<file path="src/rtl/mc_pkg.sv">
package mc_pkg;

    localparam int XLEN = 32;

    localparam logic [5:0] OPC_REG   = 6'h00;
    localparam logic [5:0] OPC_JUMP  = 6'h02;
    localparam logic [5:0] OPC_BEQ   = 6'h04;
    localparam logic [5:0] OPC_LOAD  = 6'h23;
    localparam logic [5:0] OPC_STORE = 6'h2B;
    localparam logic [5:0] FN_SUB    = 6'h22;

    typedef enum logic [3:0] {
        ST_FETCH,
        ST_DECODE,
        ST_ADDR,
        ST_LOAD,
        ST_LOADWB,
        ST_STORE,
        ST_EXEC,
        ST_ALUWB,
        ST_BRANCH,
        ST_JUMP
    } state_e;

    typedef enum logic {
        ALU_ADD,
        ALU_SUB
    } aluop_e;

    typedef enum logic [1:0] {
        SRCB_REG,
        SRCB_FOUR,
        SRCB_IMM,
        SRCB_BROFF
    } srcb_e;

    typedef enum logic [1:0] {
        PCN_ALU,
        PCN_HELD,
        PCN_JUMP
    } pcsrc_e;

    typedef struct packed {
        logic   pc_we;
        logic   pc_we_eq;
        pcsrc_e pc_src;
        logic   ir_we;
        logic   ab_we;
        logic   res_we;
        logic   mdr_we;
        logic   rf_we;
        logic   rf_dst_rd;
        logic   rf_from_mdr;
        logic   srca_pc;
        srcb_e  srcb;
        aluop_e aluop;
        logic   addr_data;
        logic   mem_we;
    } ctrl_t;

endpackage

</file>
<file path="src/rtl/mc_regfile.sv">
module mc_regfile #(
    parameter int W = 32,
    parameter int N = 32,
    localparam int AW = $clog2(N)
) (
    input  logic          clk,
    input  logic          rst_n,
    input  logic [AW-1:0] ra1,
    input  logic [AW-1:0] ra2,
    output logic [W-1:0]  rd1,
    output logic [W-1:0]  rd2,
    input  logic          we,
    input  logic [AW-1:0] wa,
    input  logic [W-1:0]  wd
);

    logic [W-1:0] bank [N];

    // Entry 0 is never written, so it holds its reset value of zero.
    always_ff @(posedge clk or negedge rst_n) begin
        if (!rst_n) begin
            for (int i = 0; i < N; i++) begin
                bank[i] <= '0;
            end
        end else if (we && (wa != '0)) begin
            bank[wa] <= wd;
        end
    end

    assign rd1 = bank[ra1];
    assign rd2 = bank[ra2];

endmodule

</file>
<file path="src/rtl/mc_alu.sv">
module mc_alu
    import mc_pkg::*;
#(
    parameter int W = 32
) (
    input  logic [W-1:0] a,
    input  logic [W-1:0] b,
    input  aluop_e       op,
    output logic [W-1:0] y,
    output logic         zero
);

    always_comb begin
        unique case (op)
            ALU_SUB: y = a - b;
            ALU_ADD: y = a + b;
        endcase
    end

    assign zero = (y == '0);

endmodule

</file>
<file path="src/rtl/mc_ctrl.sv">
module mc_ctrl
    import mc_pkg::*;
(
    input  logic       clk,
    input  logic       rst_n,
    input  logic [5:0] opcode,
    input  logic [5:0] funct,
    output state_e     state,
    output ctrl_t      ctl
);

    state_e state_nx;

    always_ff @(posedge clk or negedge rst_n) begin
        if (!rst_n) state <= ST_FETCH;
        else        state <= state_nx;
    end

    always_comb begin
        state_nx = ST_FETCH;
        unique case (state)
            ST_FETCH:  state_nx = ST_DECODE;
            ST_DECODE: begin
                case (opcode)
                    OPC_LOAD, OPC_STORE: state_nx = ST_ADDR;
                    OPC_REG:             state_nx = ST_EXEC;
                    OPC_BEQ:             state_nx = ST_BRANCH;
                    OPC_JUMP:            state_nx = ST_JUMP;
                    default:             state_nx = ST_FETCH;
                endcase
            end
            ST_ADDR:   state_nx = (opcode == OPC_LOAD) ? ST_LOAD : ST_STORE;
            ST_LOAD:   state_nx = ST_LOADWB;
            ST_EXEC:   state_nx = ST_ALUWB;
            ST_LOADWB,
            ST_STORE,
            ST_ALUWB,
            ST_BRANCH,
            ST_JUMP:   state_nx = ST_FETCH;
        endcase
    end

    always_comb begin
        ctl = '0;
        unique case (state)
            ST_FETCH: begin
                ctl.ir_we   = 1'b1;
                ctl.srca_pc = 1'b1;
                ctl.srcb    = SRCB_FOUR;
                ctl.aluop   = ALU_ADD;
                ctl.pc_we   = 1'b1;
                ctl.pc_src  = PCN_ALU;
            end
            ST_DECODE: begin
                ctl.ab_we   = 1'b1;
                ctl.srca_pc = 1'b1;
                ctl.srcb    = SRCB_BROFF;
                ctl.aluop   = ALU_ADD;
                ctl.res_we  = 1'b1;
            end
            ST_ADDR: begin
                ctl.srcb    = SRCB_IMM;
                ctl.aluop   = ALU_ADD;
                ctl.res_we  = 1'b1;
            end
            ST_LOAD: begin
                ctl.addr_data = 1'b1;
                ctl.mdr_we    = 1'b1;
            end
            ST_LOADWB: begin
                ctl.rf_we       = 1'b1;
                ctl.rf_from_mdr = 1'b1;
            end
            ST_STORE: begin
                ctl.addr_data = 1'b1;
                ctl.mem_we    = 1'b1;
            end
            ST_EXEC: begin
                ctl.srcb   = SRCB_REG;
                ctl.aluop  = (funct == FN_SUB) ? ALU_SUB : ALU_ADD;
                ctl.res_we = 1'b1;
            end
            ST_ALUWB: begin
                ctl.rf_we     = 1'b1;
                ctl.rf_dst_rd = 1'b1;
            end
            ST_BRANCH: begin
                ctl.srcb     = SRCB_REG;
                ctl.aluop    = ALU_SUB;
                ctl.pc_we_eq = 1'b1;
                ctl.pc_src   = PCN_HELD;
            end
            ST_JUMP: begin
                ctl.pc_we  = 1'b1;
                ctl.pc_src = PCN_JUMP;
            end
        endcase
    end

endmodule

</file>
<file path="src/rtl/mc_core.sv">
module mc_core
    import mc_pkg::*;
#(
    parameter logic [XLEN-1:0] RESET_PC = '0,
    parameter int              NREG     = 32
) (
    input  logic            clk,
    input  logic            rst_n,
    output logic [XLEN-1:0] mem_addr,
    output logic [XLEN-1:0] mem_wdata,
    output logic            mem_we,
    input  logic [XLEN-1:0] mem_rdata
);

    localparam int RAW = $clog2(NREG);

    state_e          state;
    ctrl_t           ctl;
    logic [XLEN-1:0] pc_q, ir_q, a_q, b_q, res_q, mdr_q;
    logic [XLEN-1:0] rf_rd1, rf_rd2, alu_a, alu_b, alu_y, pc_nx;
    logic [XLEN-1:0] imm_sx, imm_br;
    logic            alu_zero, pc_load;

    mc_ctrl u_ctrl (
        .clk    (clk),
        .rst_n  (rst_n),
        .opcode (ir_q[31:26]),
        .funct  (ir_q[5:0]),
        .state  (state),
        .ctl    (ctl)
    );

    mc_regfile #(.W(XLEN), .N(NREG)) u_rf (
        .clk   (clk),
        .rst_n (rst_n),
        .ra1   (RAW'(ir_q[25:21])),
        .ra2   (RAW'(ir_q[20:16])),
        .rd1   (rf_rd1),
        .rd2   (rf_rd2),
        .we    (ctl.rf_we),
        .wa    (ctl.rf_dst_rd ? RAW'(ir_q[15:11]) : RAW'(ir_q[20:16])),
        .wd    (ctl.rf_from_mdr ? mdr_q : res_q)
    );

    assign imm_sx = {{(XLEN-16){ir_q[15]}}, ir_q[15:0]};
    assign imm_br = {{(XLEN-18){ir_q[15]}}, ir_q[15:0], 2'b00};

    assign alu_a = ctl.srca_pc ? pc_q : a_q;

    always_comb begin
        unique case (ctl.srcb)
            SRCB_REG:   alu_b = b_q;
            SRCB_FOUR:  alu_b = XLEN'(4);
            SRCB_IMM:   alu_b = imm_sx;
            SRCB_BROFF: alu_b = imm_br;
        endcase
    end

    mc_alu #(.W(XLEN)) u_alu (
        .a    (alu_a),
        .b    (alu_b),
        .op   (ctl.aluop),
        .y    (alu_y),
        .zero (alu_zero)
    );

    always_comb begin
        pc_nx = alu_y;
        unique case (ctl.pc_src)
            PCN_ALU:  pc_nx = alu_y;
            PCN_HELD: pc_nx = res_q;
            PCN_JUMP: pc_nx = {pc_q[XLEN-1:XLEN-4], ir_q[25:0], 2'b00};
            default:  pc_nx = alu_y;
        endcase
    end

    assign pc_load = ctl.pc_we | (ctl.pc_we_eq & alu_zero);

    always_ff @(posedge clk or negedge rst_n) begin
        if (!rst_n) begin
            pc_q  <= RESET_PC;
            ir_q  <= '0;
            a_q   <= '0;
            b_q   <= '0;
            res_q <= '0;
            mdr_q <= '0;
        end else begin
            if (pc_load)    pc_q  <= pc_nx;
            if (ctl.ir_we)  ir_q  <= mem_rdata;
            if (ctl.ab_we) begin
                a_q <= rf_rd1;
                b_q <= rf_rd2;
            end
            if (ctl.res_we) res_q <= alu_y;
            if (ctl.mdr_we) mdr_q <= mem_rdata;
        end
    end

    assign mem_addr  = ctl.addr_data ? res_q : pc_q;
    assign mem_wdata = b_q;
    assign mem_we    = ctl.mem_we;

endmodule

</file>
<file path="config.mk">
export PLATFORM = sky130hd
export DESIGN_NAME = mc_core
export DESIGN_NICKNAME = d
export VERILOG_FILES = /design/src/rtl/mc_pkg.sv /design/src/rtl/mc_regfile.sv /design/src/rtl/mc_alu.sv /design/src/rtl/mc_ctrl.sv /design/src/rtl/mc_core.sv
export SDC_FILE = /design/constraint.sdc
export NUM_CORES = 2
export LEC_CHECK = 0
export BUFFER_PORTS_ARGS = -buffer_cell sky130_fd_sc_hd__buf_4
export CORE_AREA = 4 4 442 444
export CTS_BUF_LIST = sky130_fd_sc_hd__clkbuf_4 sky130_fd_sc_hd__clkbuf_8
export CTS_CLUSTER_DIAMETER = 120
export DETAILED_ROUTE_END_ITERATION = 8
export DIE_AREA = 0 0 446 448
export GPL_ROUTABILITY_DRIVEN = 1
export PLACE_DENSITY = 0.51
export RECOVER_POWER = 100
export SETUP_SLACK_MARGIN = 0.2
export SKIP_LAST_GASP = 1
export SYNTH_ARGS = -nofsm -noshare
export SYNTH_HDL_FRONTEND = slang
export SYNTH_SLANG_ARGS = --single-unit
</file>
<file path="constraint.sdc">
create_clock -name clk -period 5.8 [get_ports clk]
set_input_delay 0.29 -clock clk [delete_from_list [all_inputs] [get_ports clk]]
set_output_delay 0.29 -clock clk [all_outputs]
set_load 0.01 [all_outputs]
</file>
==> impl_metrics.py <==
metrics = {
    "cells_and_area": {
        "final_net_count": 5907,
        "fillers": 18493,
        "fin_area_sq_mm": 0.0750,
        "seq_area_sq_mm": 0.0306,
        "multi_input_area_sq_mm": 0.0326,
        "area_growth_pct": 15.6,
        "drive_gt1_share_pct": 27.2,
        "finish.utilization_pct": 39.1,
        "instances_no_fill": 8534,
    },
    "power": {
        "p_sw_share_pct": 43.2,
        "power_switching_mw": 19.2,
        "p_seq_share_pct": 28.5,
        "p_comb_share_pct": 52.1,
        "peakVddDrop_uv": 740,
        "intPower_mw": 25.2,
        "finalPower_mw": 44.4,
        "p_clk_share_pct": 19.4,
        "powerDensity_mw_per_mm2": 592,
        "p_leak_nw": 31.8,
    },
    "timing": {
        "setup_viol": 0,
        "rsz0062_at_grt": "true",
        "max_clock_freq_mhz": 178,
        "hold_slack_ns": 0.135,
        "worst_pin_slew_ns": 3.32,
        "fin_crit_sh_pct": 96.8,
        "hold_viol": 0,
        "clock_skew_ns": 0.0467,
        "maxSlewHeadroom_pct": -122,
        "finalCriticalPeriod_ns": 5.61,
        "setup_ws_ns": 0.187,
        "finalSetupTns_ns": 0,
        "slew_violations": 1212,
    },
    "place": {
        "placed_cell_area_sq_mm": 0.0698,
        "dpl.cell_count": 8097,
        "dp_slack_ns": -0.0901,
        "gp_congestion": 0.927,
        "numPortBuffers": 98,
        "dp_hpwl_um": 138000,
    },
    "clock_tree": {
        "clock_path_buffers": 3,
        "cts_sinks": 1220,
        "clk_latency_ns": 0.97,
        "cts_buffers": 204,
        "path_clk_slew_ns": 0.06,
        "cts_tree": "yes",
        "clockRootBuffer": "clkbuf_8",
        "cts_max_level": 4,
    },
    "worst_setup_path": {
        "crit_type": "flip-flop to flip-flop",
        "crit_start": "u_ctrl.state[2]$_DFF_PN0_",
        "cp_common_cell": "buf_4",
        "critPathBufInv": 9,
        "start_kind": "flip-flop",
        "slowest_stage": "dfrtp_1",
        "regToRegStartpoint": "u_ctrl.state[2]$_DFF_PN0_",
        "rrSetupSlack_ns": 0.19,
        "reg2reg_to": "pc_q[4]$_DFFE_PN0P_",
        "critPathMaxFanout": 8,
        "worstPathRequired_ns": 6.68,
        "cpLargestDelayFamily": "simple AND/OR/NAND/NOR gates",
        "critical_path_arrival_ns": 6.50,
        "cp-end-kind": "flip-flop",
        "rr_worst_depth": 25,
        "max_stage_delay_ns": 0.41,
    },
    "detailed_routing": {
        "firstDrtPassIters": 6,
        "routed_wl_um": 223000,
        "drt_iter0_markers": 4299,
        "viasPerCell": 5.61,
        "drc": 0,
        "vias": 47874,
        "routedWlPerCell_um": 26.2,
        "ant_nets": 0,
    },
    "outcome": {
        "status": "finished, violations left",
        "failed_checks": "max-capacitance violations, max-slew violations",
    },
    "floorplan": {
        "core_sq_mm": 0.192,
        "fp-row-count": 161,
        "boundaryPins": 99,
        "chipHeight_um": 448,
        "die_area_sq_mm": 0.200,
        "fp.dieW_um": 446,
        "start_util_pct": 33.9,
    },
    "synthesis": {
        "synth_edf_count": 0,
        "synth_warnings": 0,
        "syn_avg_cell_area_sq_um": 11.3,
        "synth-main-ff-cell": "dfrtp_1",
        "synthesis.nets": 5819,
        "synth.cell_area_sq_mm": 0.0649,
        "netlist_instances": 5750,
        "synth.distinct_cells": 82,
        "ys_seq_elements": 1220,
        "ys_seq_area_share_pct": 47.1,
        "synth-async-reset-ratio_pct": 100,
    },
    "min_path": {
        "hp-class": "input port to flip-flop",
        "holdPathEnd": "mdr_q[14]$_DFFE_PN0P_",
        "hold_depth": 3,
        "min_from": "mem_rdata[14]",
    },
    "global_route": {
        "overflow": 0,
        "grt_pass1_wl_um": 331000,
        "grt_pass1_vias": 48188,
        "groute.usage.overall_pct": 22.3,
        "antenna_found_initial": 6,
        "grt_max_degree": 170,
    },
    "job": {
        "maxCapViolCount": 27,
    },
}
==> per-layer routing <==
layer	up-vias	track usage [%]	wire, um
met3	383	3.16	13400
met1	24621	31.5	98200
met5	-	0	0
met2	1609	35.6	105000
met4	0	7.13	6890
li1	21261	-	-
==> worst register-to-register path, stage by stage, from the launching register on <==
cell and delay (ns):
dfrtp_1 0.41, or2_4 0.30, buf_6 0.14, a22oi_2 0.20, o2111ai_2 0.20, nor3_2 0.28, buf_4 0.15, buf_4 0.09
nand4_1 0.14, buf_6 0.18, a211o_1 0.27, or3_1 0.33, a311o_1 0.34, ha_1 0.34, buf_4 0.16, a221o_1 0.36
inv_2 0.09, and3_1 0.17, o21ai_1 0.07, nor4_2 0.28, buf_4 0.16, o2111ai_4 0.13, buf_12 0.18, buf_12 0.14
or3_1 0.37, nand3_1 0.08
==> cells in the final DEF, fill, tap and decap left out, drive strengths merged, types with 53 or more instances in the layout <==
cell	netlist	routed
a21oi	448	448
buf	118	349
clkbuf	464	410
dfrtp	1220	1220
mux2	134	134
mux2i	102	102
mux4	640	640
nand2	860	860
nand3	53	53
nor2	435	435
o21ai	798	798
==> synth_stat cells, types with 11 or more instances <==
| cell type | n | share of area (%) |
|---|---|---|
| inv_1 | 25 | 0.14 |
| xor2_1 | 17 | 0.23 |
| ha_1 | 34 | 0.66 |
| a31oi_1 | 13 | 0.13 |
| or2_2 | 15 | 0.14 |
| mux4_2 | 640 | 22 |
| buf_1 | 55 | 0.32 |
| a221oi_1 | 25 | 0.34 |
| a21o_1 | 15 | 0.17 |
| dfrtp_1 | 1220 | 47 |
| and3_1 | 28 | 0.27 |
| mux2_2 | 126 | 2.2 |
| nor2b_1 | 13 | 0.13 |
| nand3_1 | 53 | 0.41 |
| xnor2_1 | 18 | 0.24 |
| o211ai_1 | 15 | 0.17 |
| nor2_1 | 435 | 2.5 |
| a221o_1 | 12 | 0.19 |
| and2_1 | 14 | 0.13 |
| buf_2 | 56 | 0.43 |
| nand2_1 | 860 | 5.0 |
| nor3_1 | 25 | 0.19 |
| a21oi_1 | 448 | 3.5 |
| or3_1 | 20 | 0.19 |
| o21ai_0 | 795 | 6.1 |
| clkbuf_1 | 464 | 2.7 |
| a22oi_1 | 11 | 0.13 |
| nand3b_1 | 18 | 0.21 |
| mux2i_1 | 102 | 1.6 |
==> what timing repair did <==
item / 4_1_cts / 5_1_grt
hold endpoints to repair: 303 / 0
setup endpoints to repair: 32 / 33
cloned: 0 / 3
setup buffers: 5 / 18
resized for setup: 24 / 81
pin swaps: 5 / 31
hold buffers: 35 / 0
==> final cells by class <==
cell class	count	share of cell area, %
Multi-Input combinational cell	3923	43.4
Clock buffer	329	5.55
Sequential cell	1220	40.8
Antenna cell	5	0.0167
Tap cell	2526	4.21
Inverter	25	0.125
Clock inverter	42	0.627
Timing Repair Buffer	464	5.26
==> power groups by stage <==
stage / clock network (mW) / registers, mW / logic, mW
floorplan: 0 / 11.3 / 14.5
global placement: 0 / 12.6 / 22.5
detailed placement: 0 / 12.7 / 22.5
CTS: 8.84 / 12.6 / 22.7
global route: 9.21 / 12.8 / 25.0
finish: 8.63 / 12.6 / 23.1
==> sequential cells by signal, indices dropped and copies added (netlist names) <==
signal        count
pc_q             32
u_rf.bank      1024
a_q              32
res_q            32
mdr_q            32
mem_wdata        32
u_ctrl.state      4
ir_q             32
==> cells by family (layout without fill, tap and decap cells) <==
kind of cell	after synthesis	in the layout	share of synthesized area [%]
other cells	0	5	0
xor+xnor	35	35	0.472
simple gates	1550	1550	10.0
buf+inv	607	860	3.68
fa+ha+maj	35	35	0.687
compound gates	1427	1427	12.0
flops	1220	1220	47.1
mux	876	876	26.1
==> worst max-delay path by stage <==
stage	end	slack [ns]	depth (start not counted)
CTS	pc_q[18]$_DFFE_PN0P_	0.18	25
global placement	pc_q[26]$_DFFE_PN0P_	-0.02	25
floorplan	pc_q[30]$_DFFE_PN0P_	0.21	26
detailed placement	pc_q[26]$_DFFE_PN0P_	-0.09	22
finish	pc_q[4]$_DFFE_PN0P_	0.19	25
global route	pc_q[21]$_DFFE_PN0P_	-0.05	25
Note: power is estimated with default switching activity, not from simulation.
